==> src/rtl/exc_entry_pkg.sv <==
package exc_entry_pkg;

    localparam int SYNC_N = 5;
    localparam int IRQ_N  = 6;

    // Bit positions inside the synchronous fault vector.
    localparam int SF_ADDR    = 0;
    localparam int SF_RESV    = 1;
    localparam int SF_OVF     = 2;
    localparam int SF_SYSCALL = 3;
    localparam int SF_TRAP    = 4;

    typedef enum logic [2:0] {
        CLS_NONE  = 3'd0,
        CLS_RESET = 3'd1,
        CLS_HWERR = 3'd2,
        CLS_SYNC  = 3'd3,
        CLS_IRQ   = 3'd4
    } exc_class_e;

    typedef enum logic [3:0] {
        CAUSE_NONE    = 4'd0,
        CAUSE_RESET   = 4'd1,
        CAUSE_HWERR   = 4'd2,
        CAUSE_IRQ     = 4'd3,
        CAUSE_ADDR    = 4'd4,
        CAUSE_RESV    = 4'd5,
        CAUSE_OVF     = 4'd6,
        CAUSE_SYSCALL = 4'd7,
        CAUSE_TRAP    = 4'd8
    } cause_e;

    // Offsets of each handler from the reset base.
    localparam logic [15:0] OFS_RESET = 16'h0000;
    localparam logic [15:0] OFS_HWERR = 16'h0300;
    localparam logic [15:0] OFS_IRQ   = 16'h0380;
    localparam logic [15:0] OFS_SYNC  = 16'h0400;

endpackage

==> src/rtl/exc_prio_sel.sv <==
module exc_prio_sel
    import exc_entry_pkg::*;
#(
    parameter int SYNC_W = SYNC_N,
    parameter int IRQ_W  = IRQ_N,
    // 1 = this synchronous fault saves the following instruction.
    parameter logic [SYNC_W-1:0] SAVE_NEXT_MASK = SYNC_W'(5'b11000)
) (
    input  logic              clk,
    input  logic              rst_n,
    input  logic              reset_req,
    input  logic              hw_err,
    input  logic [SYNC_W-1:0] sync_flags,
    input  logic [IRQ_W-1:0]  irq_lines,
    input  logic [IRQ_W-1:0]  irq_mask,
    input  logic              int_en,
    output logic              take,
    output exc_class_e        cls,
    output cause_e            cause_sel,
    output logic              save_next
);
    localparam int IDX_W = (SYNC_W > 1) ? $clog2(SYNC_W) : 1;

    logic             sync_hit;
    logic [IDX_W-1:0] sync_idx;
    logic             irq_hit;

    // Lowest set fault bit wins: scan downward so the last hit is the lowest.
    always_comb begin
        sync_hit = 1'b0;
        sync_idx = '0;
        for (int i = SYNC_W - 1; i >= 0; i--) begin
            if (sync_flags[i]) begin
                sync_hit = 1'b1;
                sync_idx = IDX_W'(i);
            end
        end
    end

    assign irq_hit = int_en && (|(irq_lines & irq_mask));

    always_comb begin
        cls       = CLS_NONE;
        cause_sel = CAUSE_NONE;
        save_next = 1'b0;
        if (reset_req) begin
            cls       = CLS_RESET;
            cause_sel = CAUSE_RESET;
        end else if (hw_err) begin
            cls       = CLS_HWERR;
            cause_sel = CAUSE_HWERR;
        end else if (sync_hit) begin
            cls       = CLS_SYNC;
            cause_sel = cause_e'(4'(CAUSE_ADDR) + 4'(sync_idx));
            save_next = SAVE_NEXT_MASK[sync_idx];
        end else if (irq_hit) begin
            cls       = CLS_IRQ;
            cause_sel = CAUSE_IRQ;
            save_next = 1'b1;
        end
    end

    assign take = (cls != CLS_NONE);

    // an interrupt grant needs the enable from the top and a masked line.
    assert_irq_gated_R6: assert property (@(posedge clk) disable iff (!rst_n)
        (cls == CLS_IRQ) |-> (int_en && (|(irq_lines & irq_mask))));

    // a lower-priority grant never coexists with a higher request.
    assert_prio_order_R2: assert property (@(posedge clk) disable iff (!rst_n)
        (cls == CLS_SYNC || cls == CLS_IRQ) |-> (!reset_req && !hw_err));

    // the chosen fault flag is set and no lower-numbered one is.
    assert_sync_lowest_R9: assert property (@(posedge clk) disable iff (!rst_n)
        (cls == CLS_SYNC) |-> (sync_flags[sync_idx] &&
            ((sync_flags & ((SYNC_W'(1) << sync_idx) - SYNC_W'(1))) == '0)));

endmodule

==> src/rtl/exc_vector_gen.sv <==
module exc_vector_gen
    import exc_entry_pkg::*;
#(
    parameter int PC_W = 64
) (
    input  exc_class_e      cls,
    output logic [PC_W-1:0] vector
);
    logic [PC_W-1:0] base;

    // Wider PCs sign-extend the 32-bit base with ones.
    generate
        if (PC_W > 32) begin : g_wide
            assign base = {{(PC_W - 32){1'b1}}, 32'hBFC0_0000};
        end else begin : g_narrow
            localparam logic [31:0] BASE32 = 32'hBFC0_0000;
            assign base = BASE32[PC_W-1:0];
        end
    endgenerate

    logic [15:0] ofs;

    always_comb begin
        unique case (cls)
            CLS_HWERR: ofs = OFS_HWERR;
            CLS_IRQ:   ofs = OFS_IRQ;
            CLS_SYNC:  ofs = OFS_SYNC;
            default:   ofs = OFS_RESET;
        endcase
    end

    assign vector = base + PC_W'(ofs);

endmodule

==> src/rtl/exc_entry_unit.sv <==
module exc_entry_unit
    import exc_entry_pkg::*;
#(
    parameter int PC_W = 64
) (
    input  logic             clk,
    input  logic             rst_n,
    input  logic             reset_req,
    input  logic             hw_err,
    input  logic [4:0]       sync_flags,
    input  logic [5:0]       irq_lines,
    input  logic [5:0]       irq_mask,
    input  logic             eret,
    input  logic [PC_W-1:0]  cur_pc,
    input  logic [PC_W-1:0]  next_pc,
    output logic             redirect_valid,
    output logic [PC_W-1:0]  redirect_pc,
    output logic [PC_W-1:0]  epc,
    output logic [3:0]       cause,
    output logic             kernel_mode,
    output logic             int_enable
);
    typedef struct packed {
        logic            kernel;
        logic            ie;
        logic [PC_W-1:0] epc;
        cause_e          cause;
        logic            redir_v;
        logic [PC_W-1:0] redir_pc;
    } state_t;

    state_t     st_d, st_q;
    logic       take_d;
    exc_class_e cls_d;
    cause_e     cause_sel_d;
    logic       save_next_d;
    logic [PC_W-1:0] vector_d;

    exc_prio_sel #(
        .SYNC_W (SYNC_N),
        .IRQ_W  (IRQ_N)
    ) u_sel (
        .clk        (clk),
        .rst_n      (rst_n),
        .reset_req  (reset_req),
        .hw_err     (hw_err),
        .sync_flags (sync_flags),
        .irq_lines  (irq_lines),
        .irq_mask   (irq_mask),
        .int_en     (st_q.ie),
        .take       (take_d),
        .cls        (cls_d),
        .cause_sel  (cause_sel_d),
        .save_next  (save_next_d)
    );

    exc_vector_gen #(
        .PC_W (PC_W)
    ) u_vec (
        .cls    (cls_d),
        .vector (vector_d)
    );

    always_comb begin
        st_d         = st_q;
        st_d.redir_v = 1'b0;
        if (take_d) begin
            st_d.kernel   = 1'b1;
            st_d.ie       = 1'b0;
            st_d.cause    = cause_sel_d;
            st_d.redir_v  = 1'b1;
            st_d.redir_pc = vector_d;
            if (cls_d != CLS_RESET) begin
                st_d.epc = save_next_d ? next_pc : cur_pc;
            end
        end else if (eret) begin
            st_d.kernel   = 1'b0;
            st_d.ie       = 1'b1;
            st_d.redir_v  = 1'b1;
            st_d.redir_pc = st_q.epc;
        end
    end

    always_ff @(posedge clk or negedge rst_n) begin
        if (!rst_n) begin
            st_q.kernel   <= 1'b1;
            st_q.ie       <= 1'b0;
            st_q.epc      <= '0;
            st_q.cause    <= CAUSE_NONE;
            st_q.redir_v  <= 1'b0;
            st_q.redir_pc <= '0;
        end else begin
            st_q <= st_d;
        end
    end

    assign redirect_valid = st_q.redir_v;
    assign redirect_pc    = st_q.redir_pc;
    assign epc            = st_q.epc;
    assign cause          = st_q.cause;
    assign kernel_mode    = st_q.kernel;
    assign int_enable     = st_q.ie;

    assert_take_kernel_R7: assert property (@(posedge clk) disable iff (!rst_n)
        take_d |=> (kernel_mode && !int_enable && redirect_valid));

    assert_pulse_single_R7: assert property (@(posedge clk) disable iff (!rst_n)
        (!take_d && !eret) |=> !redirect_valid);

    assert_eret_restore_R8: assert property (@(posedge clk) disable iff (!rst_n)
        (eret && !take_d) |=> (!kernel_mode && int_enable &&
                               redirect_pc == $past(epc)));

    assert_reset_keeps_epc_R4: assert property (@(posedge clk) disable iff (!rst_n)
        (cls_d == CLS_RESET) |=> $stable(epc));

    assert_save_fault_R4: assert property (@(posedge clk) disable iff (!rst_n)
        (take_d && cls_d != CLS_RESET && !save_next_d) |=> (epc == $past(cur_pc)));

endmodule

==> config.mk <==
export PLATFORM = sky130hd
export DESIGN_NAME = exc_entry_unit
export DESIGN_NICKNAME = d
export VERILOG_FILES = /design/src/rtl/exc_entry_pkg.sv /design/src/rtl/exc_prio_sel.sv /design/src/rtl/exc_vector_gen.sv /design/src/rtl/exc_entry_unit.sv
export SDC_FILE = /design/constraint.sdc
export NUM_CORES = 1
export LEC_CHECK = 0
export CORE_MARGIN = 1
export CORE_UTILIZATION = 40
export CTS_BUF_LIST = sky130_fd_sc_hd__clkbuf_2 sky130_fd_sc_hd__clkbuf_4 sky130_fd_sc_hd__clkbuf_8
export DETAILED_ROUTE_END_ITERATION = 16
export PLACE_DENSITY = 0.76
export SETUP_SLACK_MARGIN = 0.4
export SYNTH_ARGS = -nofsm -noshare
export SYNTH_HDL_FRONTEND = slang
export SYNTH_SLANG_ARGS = --single-unit
export TNS_END_PERCENT = 10
==> constraint.sdc <==
create_clock -name clk -period 4.4 [get_ports clk]
set_input_delay 1.32 -clock clk [delete_from_list [all_inputs] [get_ports clk]]
set_output_delay 1.32 -clock clk [all_outputs]
set_load 0.005 [all_outputs]
# Yosys cells after proc, flatten, opt, wreduce, memory -nomap -nowiden
# Memories as Yosys holds them, arrays and structs flattened.
# Index checks and enable logic that the tools add are counted.
[op_classes]
n_addsub = 2
magnitude_cmp = 1
n_eq_ne = 4
mux = 29
n_bitwise = 1
reduce_logical = 5
[ops]
columns = ["op", "n"]
rows = [
  ["$mux 65", 2],
  ["$mux 64", 1],
  ["$add 32x12->33 const A", 1],
  ["$pmux 11 s3", 1],
  ["$mux 3", 9],
  ["$mux 4", 3],
  ["$mux 1", 10],
  ["$and 6x6->6", 1],
  ["$eq 3x2->1 const B", 2],
  ["$mux 2", 3],
  ["$reduce_or 6->1", 1],
  ["$add 3x3->4 const A", 1],
  ["$lt 3x4->1 const B", 1],
  ["$eq 3x3->1 const B", 1],
  ["$ne 3x1->1 const B", 1],
  ["$reduce_bool 3->1", 1],
  ["$reduce_and 2->1", 1],
  ["$reduce_bool 2->1", 1],
  ["$logic_and 1x1->1", 1],
]
[word_totals]
register_bits = 135
romBits = 8
input_bits = 150
memories = 1
[memory_table]
columns = ["name", "words", "width", "read_ports", "rd_clocked_by_memory_dff", "write_ports", "line_no", "text"]
rows = [
  ["(no name shown)", 8, 1, 1, 0, 0, "exc_prio_sel.sv:55", "save_next = SAVE_NEXT_MASK[sync_idx];"],
]

# Logic depth before layout (Yosys ltp)
[depth]
word_depth = 12
depth_mapped = 8
depth_no_buf = 5

# Modules after synthesis
# Synthesis repeated with hierarchy kept, for this count alone.
[hier_totals]
cells_unflattened = 598
area_unflattened_um2 = 7024.2
[modules_own_cells]
columns = ["module", "n_inst", "cells_each", "area_per_inst_um2"]
rows = [
  ["exc_entry_unit", 1, 502, 6314.8],
  ["exc_vector_gen", 1, 67, 495.5],
  ["exc_prio_sel", 1, 29, 214.0],
]

# Worst setup path after synthesis
# OpenSTA, ideal clock, no wires.
[synth_timing]
path_type = "input to register"
start = "in sync_flags[3]"
end = "reg epc[0] (netlist name)"
setup_ps = 150
t_arrival_ps = 2837
t_required_ps = 4250
path_slack_ps = 1414
cell_stages = 8
cell_sequence = "or3_1 > or3_1 > buf_2 > and2_1 > buf_2 > buf_2 > a22oi_1 > a41oi_1"
[synth_via]
elab_chain_len = 10
[synth_rtl]
columns = ["item", "line_no", "text"]
rows = [
  ["from (decl)", "exc_entry_unit.sv:10", "input logic [4:0] sync_flags,"],
  ["$mux 3 (4 in series)", "exc_prio_sel.sv:33", "if (sync_flags[i]) begin"],
  ["$mem_v2 8x1", "n/a", ""],
  ["$mux 1 (not written as such)", "exc_prio_sel.sv:55", ""],
  ["$mux 1", "exc_prio_sel.sv:52", "end else if (sync_hit) begin"],
  ["$mux 1", "exc_prio_sel.sv:49", "end else if (hw_err) begin"],
  ["$mux 1", "exc_prio_sel.sv:46", "if (reset_req) begin"],
  ["$mux 64", "exc_entry_unit.sv:74", "st_d.epc = save_next_d ? next_pc : cur_pc;"],
]
# Several ways; a longest one is shown, not always the timed one. The select of a mux whose other input is x is not followed.
# A chain may end at the register's enable or synchronous reset.

# Final worst setup path
[layout_timing]
start = "in reset_req"
end = "reg epc[8] (netlist name)"
[layout_via]
elab_chain_len = 3
[layout_rtl]
columns = ["item", "line_no", "text"]
rows = [
  ["from (decl)", "exc_entry_unit.sv:8", "input logic reset_req,"],
  ["$mux 3", "exc_prio_sel.sv:46", ""],
  ["$ne 3x1->1 or $reduce_bool 3->1 (tied branches)", "exc_entry_unit.sv:73, exc_prio_sel.sv:63", ""],
  ["$reduce_and 2->1 (no source line)", "n/a", ""],
]
# Several ways; a longest one is shown, not always the timed one.

==> results.sh <==
export IMPL_antenna_found_initial=1
export IMPL_placed_area_um2=9756
export IMPL_synthAdderAreaFrac_pct=0
export IMPL_drt_iter0_markers=520
export IMPL_fin_skew_ns=0.01294
export IMPL_cts_tree="done"
export IMPL_overflow=0
export IMPL_min_period_ns=3.475
export IMPL_vias=6831
export IMPL_required_ns=4.75
export IMPL_tns_ns=0
export IMPL_endpoint_kind="flop"
export IMPL_max_freq_mhz=287.8
export IMPL_post_cts_setup_buffers=0
export IMPL_detail_route_antenna_nets=0
export IMPL_path_clk_slew_ns=0.08
export IMPL_crit_path_start="reset_req"
export IMPL_row_count=47
export IMPL_drc=0
export IMPL_ctsHoldBuffers=0
export IMPL_rsz0062_at_grt="no"
export IMPL_yosys_area_share_simple_pct=18.41
export IMPL_wire_per_inst_um=20.06
export IMPL_synthArstFlopShare_pct=100.0
export IMPL_ctsLongestPathBuffers=2
export IMPL_min_from="cause[2]"
export IMPL_crit_family="simple AND/OR/NAND/NOR gates"
export IMPL_synth_cells=695
export IMPL_core_region_area_um2=16520
export IMPL_outcome="finished clean"
export IMPL_worstHoldPathType="flop to flop"
export IMPL_grt_usage_pct=27.22
export IMPL_synth_top_family_by_area="simple AND/OR/NAND/NOR gates"
export IMPL_num_nets_final=1097
export IMPL_power_density_nw_per_um2=296.9
export IMPL_synth_area_um2=6761
export IMPL_cp_start_kind="input pin"
export IMPL_grt_pass1_wl_mm=37.05
export IMPL_synth_xor_area_share_pct=0
export IMPL_setup_viol=0
export IMPL_fp_dieW_um=132.0
export IMPL_synthesis_nets=845
export IMPL_drv_slew=0
export IMPL_cts_root_buffer="clkbuf_8"
export IMPL_worst_pin_slew_ns=0.6875
export IMPL_synth_ff_type="dfrtp_1"
export IMPL_min_period_over_period_pct=78.98
export IMPL_htreeDepth=4
export IMPL_ioPinCount=285
export IMPL_yosysWarningCount=0
export IMPL_synth_compound_area_share_pct=17.45
export IMPL_synth_seq_cells=135
export IMPL_hpwl_mm=15.63
export IMPL_worstPathCellList="clkdlybuf4s50_1 > nor2_1 > nor4b_2 > and2_2 > buf_4 > nand3_1 > a41oi_1"
export IMPL_cp_max_fo=38
export IMPL_cts_sinks=135
export IMPL_syn_to_final_growth_pct=50.56
export IMPL_grt_max_degree=97
export IMPL_final_cell_mix="282 x clkdlybuf4s50_1, 134 x dfrtp_1, 130 x nand3_1"
export IMPL_avgSynthCellArea_um2=9.729
export IMPL_drive_above_1_share_pct=6.979
export IMPL_finalInstanceArea_um2=10180
export IMPL_utilization_pct=61.60
export IMPL_r2r_start="int_enable"
export IMPL_final_common_cell="clkdlybuf4s50_1"
export IMPL_regArea_um2=3379
export IMPL_routed_wl_mm=23.70
export IMPL_synthMuxAreaShare_pct=9.197
export IMPL_p_leak_nw=3.779
export IMPL_fillers=1373
export IMPL_hold_violations=0
export IMPL_worstPathArrival_ns=3.82
export IMPL_gp_congestion=0.8173
export IMPL_grt_pass1_vias=6505
export IMPL_dieHeight_um=132.0
export IMPL_synth_distinct_cells=31
export IMPL_maxCapViolCount=0
export IMPL_critPathMaxStageDelay_ns=0.54
export IMPL_portBuffers=284
export IMPL_start_util_pct=40.92
export IMPL_synth_seq_area_share_pct=49.98
export IMPL_critPathBufInv=2
export IMPL_worst_ir_drop_vdd_uv=171.5
export IMPL_dieArea_um2=17430
export IMPL_via_per_inst=5.784
export IMPL_cts_resized_gates=0
export IMPL_critPathSlowestCell="clkdlybuf4s50_1"
export IMPL_dr_pass1_iters=5
export IMPL_cts_buffers_inserted=17
export IMPL_critPathKind="input pin to flop"
export IMPL_slew_headroom_pct=54.17
export IMPL_multiInputGateArea_um2=3077
export IMPL_synth_edf_count=0
export IMPL_clock_latency_ns=0.44
==> kinds of logic after synthesis <==
kind of cell / after synthesis
and+or+nand+nor: 277
buffers and inverters: 74
AOI/OAI and AO/OA: 147
muxes: 62
DFF: 135
==> through the flow <==
step	setup WS [ns]	total power, W	std cells	hold slack (ns)
floorplan	1.414	0.001573	695	0.4576
global placement	0.6013	0.001949	1148	0.4554
detailed placement	0.5281	0.001956	1148	0.4562
CTS	0.9950	0.003047	1180	0.4742
global route	0.8218	0.003148	1180	0.4964
finish	0.9250	0.003023	1181	0.4690
==> worst paths after layout <==
kind / end / slack (ns) / depth (start not counted)
min in group asynchronous: epc[30] / 0.86 / 1
hold reg to reg: cause[2] / 0.47 / 2
setup reg to reg: epc[8] / 2.46 / 6
hold / removal: cause[2] / 0.47 / 2
max in group asynchronous: kernel_mode / 2.68 / 2
setup / recovery: epc[8] / 0.93 / 7
==> power breakdown <==
| group | switching [W] | internal (W) | total (W) |
|---|---|---|---|
| combinational | 0.000243 | 0.000326 | 0.000569 |
| sequential | 0.0000594 | 0.00130 | 0.00136 |
| clock | 0.000510 | 0.000579 | 0.00109 |
| total | 0.000812 | 0.00221 | 0.00302 |
==> cells in the mapped netlist, types with 2 or more instances <==
cell / number / area share, %
and2_1: 2 / 0.19
buf_1: 6 / 0.33
or3_1: 2 / 0.19
buf_2: 10 / 0.74
dfrtp_1: 134 / 50
nand2_1: 45 / 2.5
clkbuf_1: 48 / 2.7
o221a_2: 2 / 0.33
buf_6: 6 / 1.0
mux2i_1: 61 / 9.0
nor2_1: 88 / 4.9
and3_1: 2 / 0.19
nor3_1: 2 / 0.15
a41oi_1: 64 / 8.3
nand3_1: 131 / 9.7
o21ai_0: 2 / 0.15
a21oi_1: 7 / 0.52
a22oi_1: 67 / 7.4
inv_1: 4 / 0.22
==> per-layer routing <==
| layer | part of all wire, % | vias to the layer above | wire length (um) | track usage (%) |
|---|---|---|---|---|
| li1 | - | 3105 | - | - |
| met1 | 43 | 3355 | 10150 | 36.89 |
| met2 | 47 | 328 | 11060 | 42.48 |
| met3 | 8.0 | 43 | 1906 | 6.267 |
| met4 | 2.4 | 0 | 578 | 10.21 |
| met5 | 0 | - | 0 | 0 |
==> layout make-up <==
type | instances | share of cell area [%]
well taps | 220 | 2.704
repair buffers | 303 | 29.56
inverters | 4 | 0.1475
multi-input cells | 486 | 30.22
flip-flops and latches | 135 | 33.20
clock inverters | 10 | 1.168
clock buffers | 22 | 2.974
diodes | 1 | 0.02458
==> state kept, by name, summed over array words and instances (netlist names) <==
name	count
epc	64
redirect_pc	64
cause	4
int_enable	1
kernel_mode	1
redirect_valid	1
==> tightest hold or removal path, stage by stage (launching register included) <==
cell and delay (ns):
dfrtp_1 0.35, nand2_1 0.05, nand2_1 0.05
(Power assumes the default switching activity.)
